$ cat config.mk
export PLATFORM = sky130hd
export DESIGN_NAME = uart_txgate_top
export DESIGN_NICKNAME = d
export VERILOG_FILES = /design/src/rtl/uart_txg_pkg.sv /design/src/rtl/txg_fifo.sv /design/src/rtl/txg_hold.sv /design/src/rtl/txg_shifter.sv /design/src/rtl/uart_txgate_top.sv
export SDC_FILE = /design/constraint.sdc
export NUM_CORES = 1
export LEC_CHECK = 0
export BUFFER_PORTS_ARGS = -buffer_cell sky130_fd_sc_hd__buf_4
export CORE_AREA = 2 2 150 152
export DETAILED_ROUTE_END_ITERATION = 16
export DIE_AREA = 0 0 152 154
export GPL_TIMING_DRIVEN = 0
export PLACE_DENSITY = 0.53
export SLEW_MARGIN = 20
export SYNTH_ARGS = -nofsm -noshare
export SYNTH_HDL_FRONTEND = slang
export SYNTH_HIERARCHICAL = 1
export SYNTH_SLANG_ARGS = --single-unit
$ cat constraint.sdc
create_clock -name clk -period 4.25 [get_ports clk]
set_input_delay 0.425 -clock clk [delete_from_list [all_inputs] [get_ports clk]]
set_output_delay 0.425 -clock clk [all_outputs]
set_load 0.02 [all_outputs]
$ cat src/rtl/uart_txg_pkg.sv
package uart_txg_pkg;

    localparam int unsigned TXG_DATA_W      = 8;
    localparam int unsigned TXG_TICKS_PER_B = 16;
    localparam int unsigned TXG_FRAME_BITS  = TXG_DATA_W + 2;

    typedef logic [TXG_DATA_W-1:0]     txg_byte_t;
    typedef logic [TXG_FRAME_BITS-1:0] txg_frame_t;

    // One byte plus its occupancy flag, used by the holding stage.
    typedef struct packed {
        logic      valid;
        txg_byte_t data;
    } txg_slot_t;

    // Serial order is bit 0 first: start(0), data LSB..MSB, stop(1).
    function automatic txg_frame_t txg_make_frame(input txg_byte_t b);
        return {1'b1, b, 1'b0};
    endfunction

endpackage

$ cat src/rtl/txg_fifo.sv
module txg_fifo #(
    parameter int unsigned DEPTH = 16,
    parameter int unsigned W     = 8,
    localparam int unsigned PTR_W = (DEPTH > 1) ? $clog2(DEPTH) : 1,
    localparam int unsigned CNT_W = $clog2(DEPTH + 1)
) (
    input  logic             clk,
    input  logic             rst,
    input  logic             push,
    input  logic [W-1:0]     push_data,
    input  logic             pop,
    output logic [W-1:0]     pop_data,
    output logic             full,
    output logic             empty,
    output logic [CNT_W-1:0] count
);
    logic [W-1:0]     mem [DEPTH];
    logic [PTR_W-1:0] wr_ptr, rd_ptr;
    logic             do_push, do_pop;

    assign full     = (count == CNT_W'(DEPTH));
    assign empty    = (count == '0);
    assign do_push  = push && !full;
    assign do_pop   = pop && !empty;
    assign pop_data = mem[rd_ptr];

    function automatic logic [PTR_W-1:0] ptr_next(input logic [PTR_W-1:0] p);
        return (p == PTR_W'(DEPTH - 1)) ? '0 : p + 1'b1;
    endfunction

    always_ff @(posedge clk) begin
        if (do_push) mem[wr_ptr] <= push_data;
    end

    always_ff @(posedge clk) begin
        if (rst) begin
            wr_ptr <= '0;
            rd_ptr <= '0;
            count  <= '0;
        end else begin
            if (do_push) wr_ptr <= ptr_next(wr_ptr);
            if (do_pop)  rd_ptr <= ptr_next(rd_ptr);
            case ({do_push, do_pop})
                2'b10:   count <= count + 1'b1;
                2'b01:   count <= count - 1'b1;
                default: count <= count;
            endcase
        end
    end
endmodule

$ cat src/rtl/txg_hold.sv
module txg_hold
    import uart_txg_pkg::*;
(
    input  logic      clk,
    input  logic      rst,
    input  logic      fifo_empty,
    input  txg_byte_t fifo_data,
    input  logic      take,
    output logic      fifo_pop,
    output txg_slot_t slot
);
    // Refill whenever the slot is empty or is being handed on this cycle.
    assign fifo_pop = !fifo_empty && (!slot.valid || take);

    always_ff @(posedge clk) begin
        if (rst) begin
            slot <= '0;
        end else if (fifo_pop) begin
            slot <= '{valid: 1'b1, data: fifo_data};
        end else if (take) begin
            slot.valid <= 1'b0;
        end
    end
endmodule

$ cat src/rtl/txg_shifter.sv
module txg_shifter
    import uart_txg_pkg::*;
#(
    parameter int unsigned TICKS = TXG_TICKS_PER_B,
    parameter int unsigned BITS  = TXG_FRAME_BITS,
    localparam int unsigned TICK_W = (TICKS > 1) ? $clog2(TICKS) : 1,
    localparam int unsigned IDX_W  = $clog2(BITS)
) (
    input  logic      clk,
    input  logic      rst,
    input  logic      baud_tick,
    input  logic      load,
    input  txg_byte_t load_data,
    output logic      active,
    output logic      txd
);
    txg_frame_t        frame_q;
    logic [TICK_W-1:0] tick_cnt;
    logic [IDX_W-1:0]  bit_idx;
    logic              bit_end;

    assign bit_end = baud_tick && (tick_cnt == TICK_W'(TICKS - 1));
    assign txd     = active ? frame_q[0] : 1'b1;

    always_ff @(posedge clk) begin
        if (rst) begin
            active   <= 1'b0;
            frame_q  <= '1;
            tick_cnt <= '0;
            bit_idx  <= '0;
        end else if (!active) begin
            if (load) begin
                active   <= 1'b1;
                frame_q  <= txg_make_frame(load_data);
                tick_cnt <= '0;
                bit_idx  <= '0;
            end
        end else if (baud_tick) begin
            tick_cnt <= bit_end ? '0 : tick_cnt + 1'b1;
            if (bit_end) begin
                frame_q <= {1'b1, frame_q[BITS-1:1]};
                if (bit_idx == IDX_W'(BITS - 1)) active <= 1'b0;
                else                             bit_idx <= bit_idx + 1'b1;
            end
        end
    end
endmodule

$ cat src/rtl/uart_txgate_top.sv
module uart_txgate_top
    import uart_txg_pkg::*;
#(
    parameter int unsigned FIFO_DEPTH = 16,
    localparam int unsigned CNT_W = $clog2(FIFO_DEPTH + 1)
) (
    input  logic       clk,
    input  logic       rst,
    input  logic       baud_tick,
    input  logic       wr_valid,
    input  logic [7:0] wr_data,
    output logic       wr_ready,
    input  logic       en_set,
    input  logic       en_clr,
    output logic       txd,
    output logic       busy
);
    logic             fifo_full, fifo_empty, fifo_pop, sh_active, sh_load;
    logic             gate_q;
    logic [CNT_W-1:0] fifo_count;
    txg_byte_t        fifo_head;
    txg_slot_t        hold;

    // Transmit-enable flag: clear has priority, comes up enabled.
    always_ff @(posedge clk) begin
        if (rst)         gate_q <= 1'b1;
        else if (en_clr) gate_q <= 1'b0;
        else if (en_set) gate_q <= 1'b1;
    end

    assign wr_ready = !fifo_full;
    // The flag matters only at the hand-off into the shift register.
    assign sh_load  = !sh_active && hold.valid && gate_q;
    assign busy     = sh_active || ((hold.valid || !fifo_empty) && gate_q);

    txg_fifo #(.DEPTH(FIFO_DEPTH), .W(TXG_DATA_W)) u_fifo (
        .clk(clk), .rst(rst),
        .push(wr_valid), .push_data(wr_data),
        .pop(fifo_pop), .pop_data(fifo_head),
        .full(fifo_full), .empty(fifo_empty), .count(fifo_count)
    );

    txg_hold u_hold (
        .clk(clk), .rst(rst),
        .fifo_empty(fifo_empty), .fifo_data(fifo_head),
        .take(sh_load), .fifo_pop(fifo_pop), .slot(hold)
    );

    txg_shifter u_shift (
        .clk(clk), .rst(rst), .baud_tick(baud_tick),
        .load(sh_load), .load_data(hold.data),
        .active(sh_active), .txd(txd)
    );
endmodule

# [Yosys cells after proc, flatten, opt, wreduce, memory -nomap -nowiden]
# Memories as Yosys holds them, arrays and structs flattened. A register that Yosys moved wholly into a read port is not among the register bits.
# Index checks and enable logic that the tools add are counted.
[totals] ff_bits=34 ram_bits=128 input_bits=14 n_memories=1
[op_classes] addsub=6 eq_ne=10 muxes=27 reduce_logical=22
[memory_table] memory="u_fifo.mem" words=16 word_bits=8 read_ports=1 rd_clocked_by_memory_dff=1 write_ports=1 line="txg_fifo.sv:17" source="logic [W-1:0] mem [DEPTH];"
[op_table] op="10-bit 2-to-1 mux" n=4
[op_table] op="4-bit 2-to-1 mux" n=10
[op_table] op="4-bit by 1-bit adder with 4-bit output (second input constant)" n=4
[op_table] op="4-bit == test (second input constant)" n=4
[op_table] op="1-bit 2-to-1 mux" n=12
[op_table] op="5-bit one-hot mux with 2 select lines" n=1
[op_table] op="2-bit nonzero test" n=4
[op_table] op="1-bit logical AND" n=7
[op_table] op="2-bit != test (second input constant)" n=3
[op_table] op="5-bit by 1-bit adder with 5-bit output (second input constant)" n=1
[op_table] op="5-bit == test (second input constant)" n=1
[op_table] op="5-bit logical NOT" n=1
[op_table] op="5-bit by 1-bit subtractor with 5-bit output (second input constant)" n=1
[op_table] op="1-bit logical NOT" n=4
[op_table] op="4-bit AND reduction" n=1
[op_table] op="1-bit logical OR" n=3
[op_table] op="3-bit AND reduction" n=1
[op_table] op="2-bit by 1-bit == test with 1-bit output (second input constant)" n=1
[op_table] op="2-bit == test (second input constant)" n=1
[op_table] op="2-bit AND reduction" n=1

# [Depth between registers and ports, before layout]
[logic_depth] ltp_word=8 depth_mapped=16 ltp_nobuf=13

# [Modules after synthesis]
# The synthesis kept the hierarchy.
[by_module_without_submodules] mod="txg_fifo" n_inst=1 cells_each=297 area_each_um2=5926.9
[by_module_without_submodules] mod="txg_shifter" n_inst=1 cells_each=99 area_each_um2=923.4
[by_module_without_submodules] mod="txg_hold" n_inst=1 cells_each=38 area_each_um2=407.9
[by_module_without_submodules] mod="uart_txgate_top" n_inst=1 cells_each=8 area_each_um2=56.3

# [Least setup slack after synthesis]
# OpenSTA, ideal clock, no wires.
[synth_timing] kind="flip-flop to flip-flop" from="reg u_fifo.count[1]" to="reg u_fifo.count[4]" setup_time_ns=0.121 arrival_time_ns=2.987 required_time_ns=4.129 setup_slack_ns=1.143 path_stages_with_launch=17 path_cell_list="dfxtp_1 > buf_6 > or4_4 > buf_6 > nor2_1 > nor2b_4 > buf_6 > o21ai_4 > inv_1 > ha_1 > clkbuf_1 > xor2_1 > ha_1 > inv_1 > a32oi_1 > a31oi_1 > mux2_2"
[synth_between] elab_chain_cells=6
[synth_lines] item="from (decl)" line="txg_fifo.sv:15" source="output logic [CNT_W-1:0] count"
[synth_lines] item="from (signal assigned)" line="txg_fifo.sv:44" source="2'b10: count <= count + 1'b1;"
[synth_lines] item="from (signal assigned)" line="txg_fifo.sv:45" source="2'b01: count <= count - 1'b1;"
[synth_lines] item="from (signal assigned)" line="txg_fifo.sv:46" source="default: count <= count;"
[synth_lines] item="5-bit logical NOT (*)" line="txg_fifo.sv:22" source="assign empty = (count == '0);"
[synth_lines] item="net fifo_empty" line="uart_txgate_top.sv:18" source="logic fifo_full, fifo_empty, fifo_pop, sh_active, sh_load;"
[synth_lines] item="1-bit logical NOT (*)" line="txg_hold.sv:13" source="assign fifo_pop = !fifo_empty && (!slot.valid || take);"
[synth_lines] item="1-bit logical AND (*)" line="txg_hold.sv:13"
[synth_lines] item="net fifo_pop" line="uart_txgate_top.sv:18"
[synth_lines] item="1-bit logical AND (*)" line="txg_fifo.sv:24" source="assign do_pop = pop && !empty;"
[synth_lines] item="2-bit by 1-bit == test with 1-bit output or 2-bit == test (tied branches)" line="txg_fifo.sv:43" source="case ({do_push, do_pop})"
[synth_lines] item="5-bit one-hot mux with 2 select lines or 2-bit nonzero test (tied branches)"
# The timed path passes the listed nets; every way through them passes the cells marked *.
# A chain may end at the register's enable or synchronous reset.

# [Final worst setup path]
[layout_timing] from="reg u_fifo.count[2]" to="reg u_fifo.count[4]"
# Same word-level chain as after synthesis.

==> results by group <==
Run status
  – Status: complete, no violations

Yosys
  – Simple-gate share of the synthesized area: 8.587%
  – Compound-gate portion of the synthesized area: under 10%
  – Mux share of post-synthesis cell area: ~17%
  – Syn Inst Count: 442
  – Post-synth cell types: 57
  – #FFs+latches synth: 173
  – XOR/XNOR Fraction of Synth Area: 0.7184%
  – Mapped cell area: 7315 sq um
  – Area share of fa/ha/maj cells after synthesis: approximately 1.9%
  – Asr flop ratio synth: 0%
  – Register area share after synthesis: between 60% and 70%
  – Top FF cell, synth: edfxtp_1
  – Number of enable flip-flop cells after synthesis: between 100 and 150
  – Syn_nets: 467
  – Largest family of logic cells by synthesized area: multiplexers
  – Mean area per synthesized cell: 16.55 sq um
  – Yosys Warn Count: 6

Setup path
  – Crit path max fanout: 10
  – Arrival time at the worst endpoint: 3750 ps
  – Reg2Reg Setup Slack: ~820 ps
  – Worst EP required: 4560 ps
  – Crit Path Category: reg -> reg
  – Crit. End Element: register
  – Startpoint Class: register

Power
  – Peak supply drop: between 200 and 300 uV
  – PwrDens: 527.2 nW/um^2
  – Leakage: 2.818 nW

Finish
  – Synth-to-layout area growth: 14.86%
  – Fill cell count: 1999
  – Fin nets: 502
  – # diodes: 0
  – Share of post-route cells with drive strength above 1: between 20 and 25%

Clock network
  – Post-cts hold buffer count: 0
  – Setup bufs post-CTS: 0
  – Root Driver: clkbuf_16
  – H-tree levels: 4
  – Total CTS buffers: 17
  – Clk_lat worst skew: 430 ps
  – Post-CTS resize count: 0
  – Number of clock sinks: ~170
  – CTS tree: built
  – CTS clock-pin slew for the worst setup and hold paths: 70 ps
  – Clock buffer depth: 2

Route
  – Number of detailed-route iterations in the first pass: 4
  – Initial drt markers: 249
  – Residual DRC: 0
  – Antenna Nets Post-Route: 0
  – Avg Vias per Cell: 4.925
  – Total wire length: 13950 microns
  – WL per Instance: approximately 18 microns
  – Routed vias: between 3000 and 4000

Die
  – Initial Utilization: 33.73%
  – I/O Pins: 17
  – # rows: 54
  – Die width: between 150 and 200 microns
  – DIE HEIGHT: 154 microns
  – Die ar.: ~23000 sq um
  – Core ar.: ~22000 sq um

Global route
  – Initial antenna violation count: 0
  – Largest net degree at the start of global routing: 21
  – GRT overflow: 0
  – Vias in the first global route: 3851
  – Global-route wire length before repair: around 22000 microns
  – All-layer global routing usage: 12.64%

Placed design
  – DP Worst Slack: 839.7 ps
  – DP Wirelength: 9287 microns
  – Port-buffer cells: 16
  – GP Congestion: around 0.75

Timing
  – Crit path time final: 3432 ps
  – Final worst slack: 818.0 ps
  – Setup_tns: 0 ps
  – Final period util: 80.75%
  – Final Setup Violations: 0
  – RSZ-0062 raised after global routing: false
  – Hold Fails Final Rpt: 0
  – Fin. max-slew vios: 0
  – Clock skew: 15.29 ps
  – F_max: 0.2914 GHz
  – Worst slew pin tran: 826.6 ps
  – Slew HR: 44.59%

Flow run
  – Max Cap Violations: 0

Worst hold path
  – Hold Crit Class: in -> reg
-- cell usage in the layout (no fill, tap or decap), drive strengths merged, types with 17 or more instances in the layout --
cell type,count
edfxtp,128
buf,31
nor2,25
inv,17
mux2i,18
nand2b,20
mux4,40
clkbuf,24
dfxtp,45
nand2,26
-- per-stage QoR --
stage / hold WS (ps) / cell area [sq um] / instances / util (%) / total power [W]
CTS: 164.2 / 8402 / 770 / 38.74 / 0.004494
floorplan: 435.5 / 7315 / 442 / - / 0.002707
detailed placement: 456.6 / 7790 / 738 / 35.92 / 0.002924
global placement: 449.9 / 7785 / 738 / 35.89 / 0.002907
global route: 177.7 / 8402 / 770 / 38.74 / 0.004636
finish: 190.1 / 8402 / 770 / 38.74 / 0.004429
-- per-layer routing --
metal / routed length, microns / global-route usage (%) / vias to the layer above
li1: - / - / 1799
met1: 6672 / 16.99 / 1938
met2: 6746 / 20.06 / 49
met3: 403 / 3.354 / 6
met4: 124 / 4.139 / 0
met5: 0 / 0 / -
-- cell usage after synthesis (all sizes together), types with 11 or more instances --
master	number	area share, %
edfxtp	128	53
dfxtp	45	12
mux4	40	13
nand2	26	1.4
nor2	25	1.4
nand2b	20	1.8
mux2i	18	2.5
buf	15	1.6
ha	11	1.9
-- power by group --
group	total, W	internal [W]	switching, W	leakage [nW]
combinational	0.000901	0.000437	0.000464	0.997
clock	0.00155	0.000802	0.000752	0.297
sequential	0.00197	0.00191	0.0000601	1.52
total	0.00443	0.00315	0.00128	2.82
-- registers in the layout, summed over array words and instances, names as in the netlist, named ones only --
register	count
u_fifo/mem	128
u_hold/slot	9
u_shift/frame_q	9
u_fifo/count	5
u_fifo/rd_ptr	4
u_fifo/wr_ptr	4
u_shift/bit_idx	4
u_shift/tick_cnt	4
gate_q	1
u_shift/active	1
-- path summary, 6_finish.rpt --
path,startpoint,end,depth (start not counted)
setup / recovery,u_fifo/count[2]$_SDFFE_PP0P_,u_fifo/count[4]$_SDFFE_PP0P_,16
hold reg to reg,u_shift/frame_q[6]$_SDFFE_PP1P_,u_shift/frame_q[6]$_SDFFE_PP1P_,2
hold / removal,en_clr,gate_q$_SDFFE_PP1P_,2
setup reg to reg,u_fifo/count[2]$_SDFFE_PP0P_,u_fifo/count[4]$_SDFFE_PP0P_,16
-- kinds of logic after synthesis --
family / Yosys count
XOR/XNOR: 6
AND/OR/NAND/NOR: 112
buffers and inverters: 33
multiplexers: 68
flip-flops: 173
adder cells (fa/ha/maj): 11
AO/OA/AOI/OAI: 39
-- critical path, cell delays in order (launching register included) --
cell	delay [ps]
dfxtp_1	300
clkbuf_1	180
or4_4	440
buf_6	150
nor2_1	270
nor2b_4	70
buf_6	160
o21ai_4	100
inv_1	90
ha_1	180
clkbuf_1	210
xor2_1	190
ha_1	240
inv_1	70
a32oi_1	90
a31oi_1	230
mux2_2	350
-- area by class of cell --
class                   count  area [sq um]  share of cell area [%]
plain buffers              22         145.1                   1.727
clock buffers              17         425.4                   5.063
clock inverters            15         186.4                   2.219
inverters                  11         53.80                  0.6404
multi-input cells         236          2376                   28.28
flip-flops and latches    173          4745                   56.47
well taps                 280         350.3                   4.170
repair buffers             16         120.1                   1.430
No activity file was read; power rests on OpenSTA's default activity.
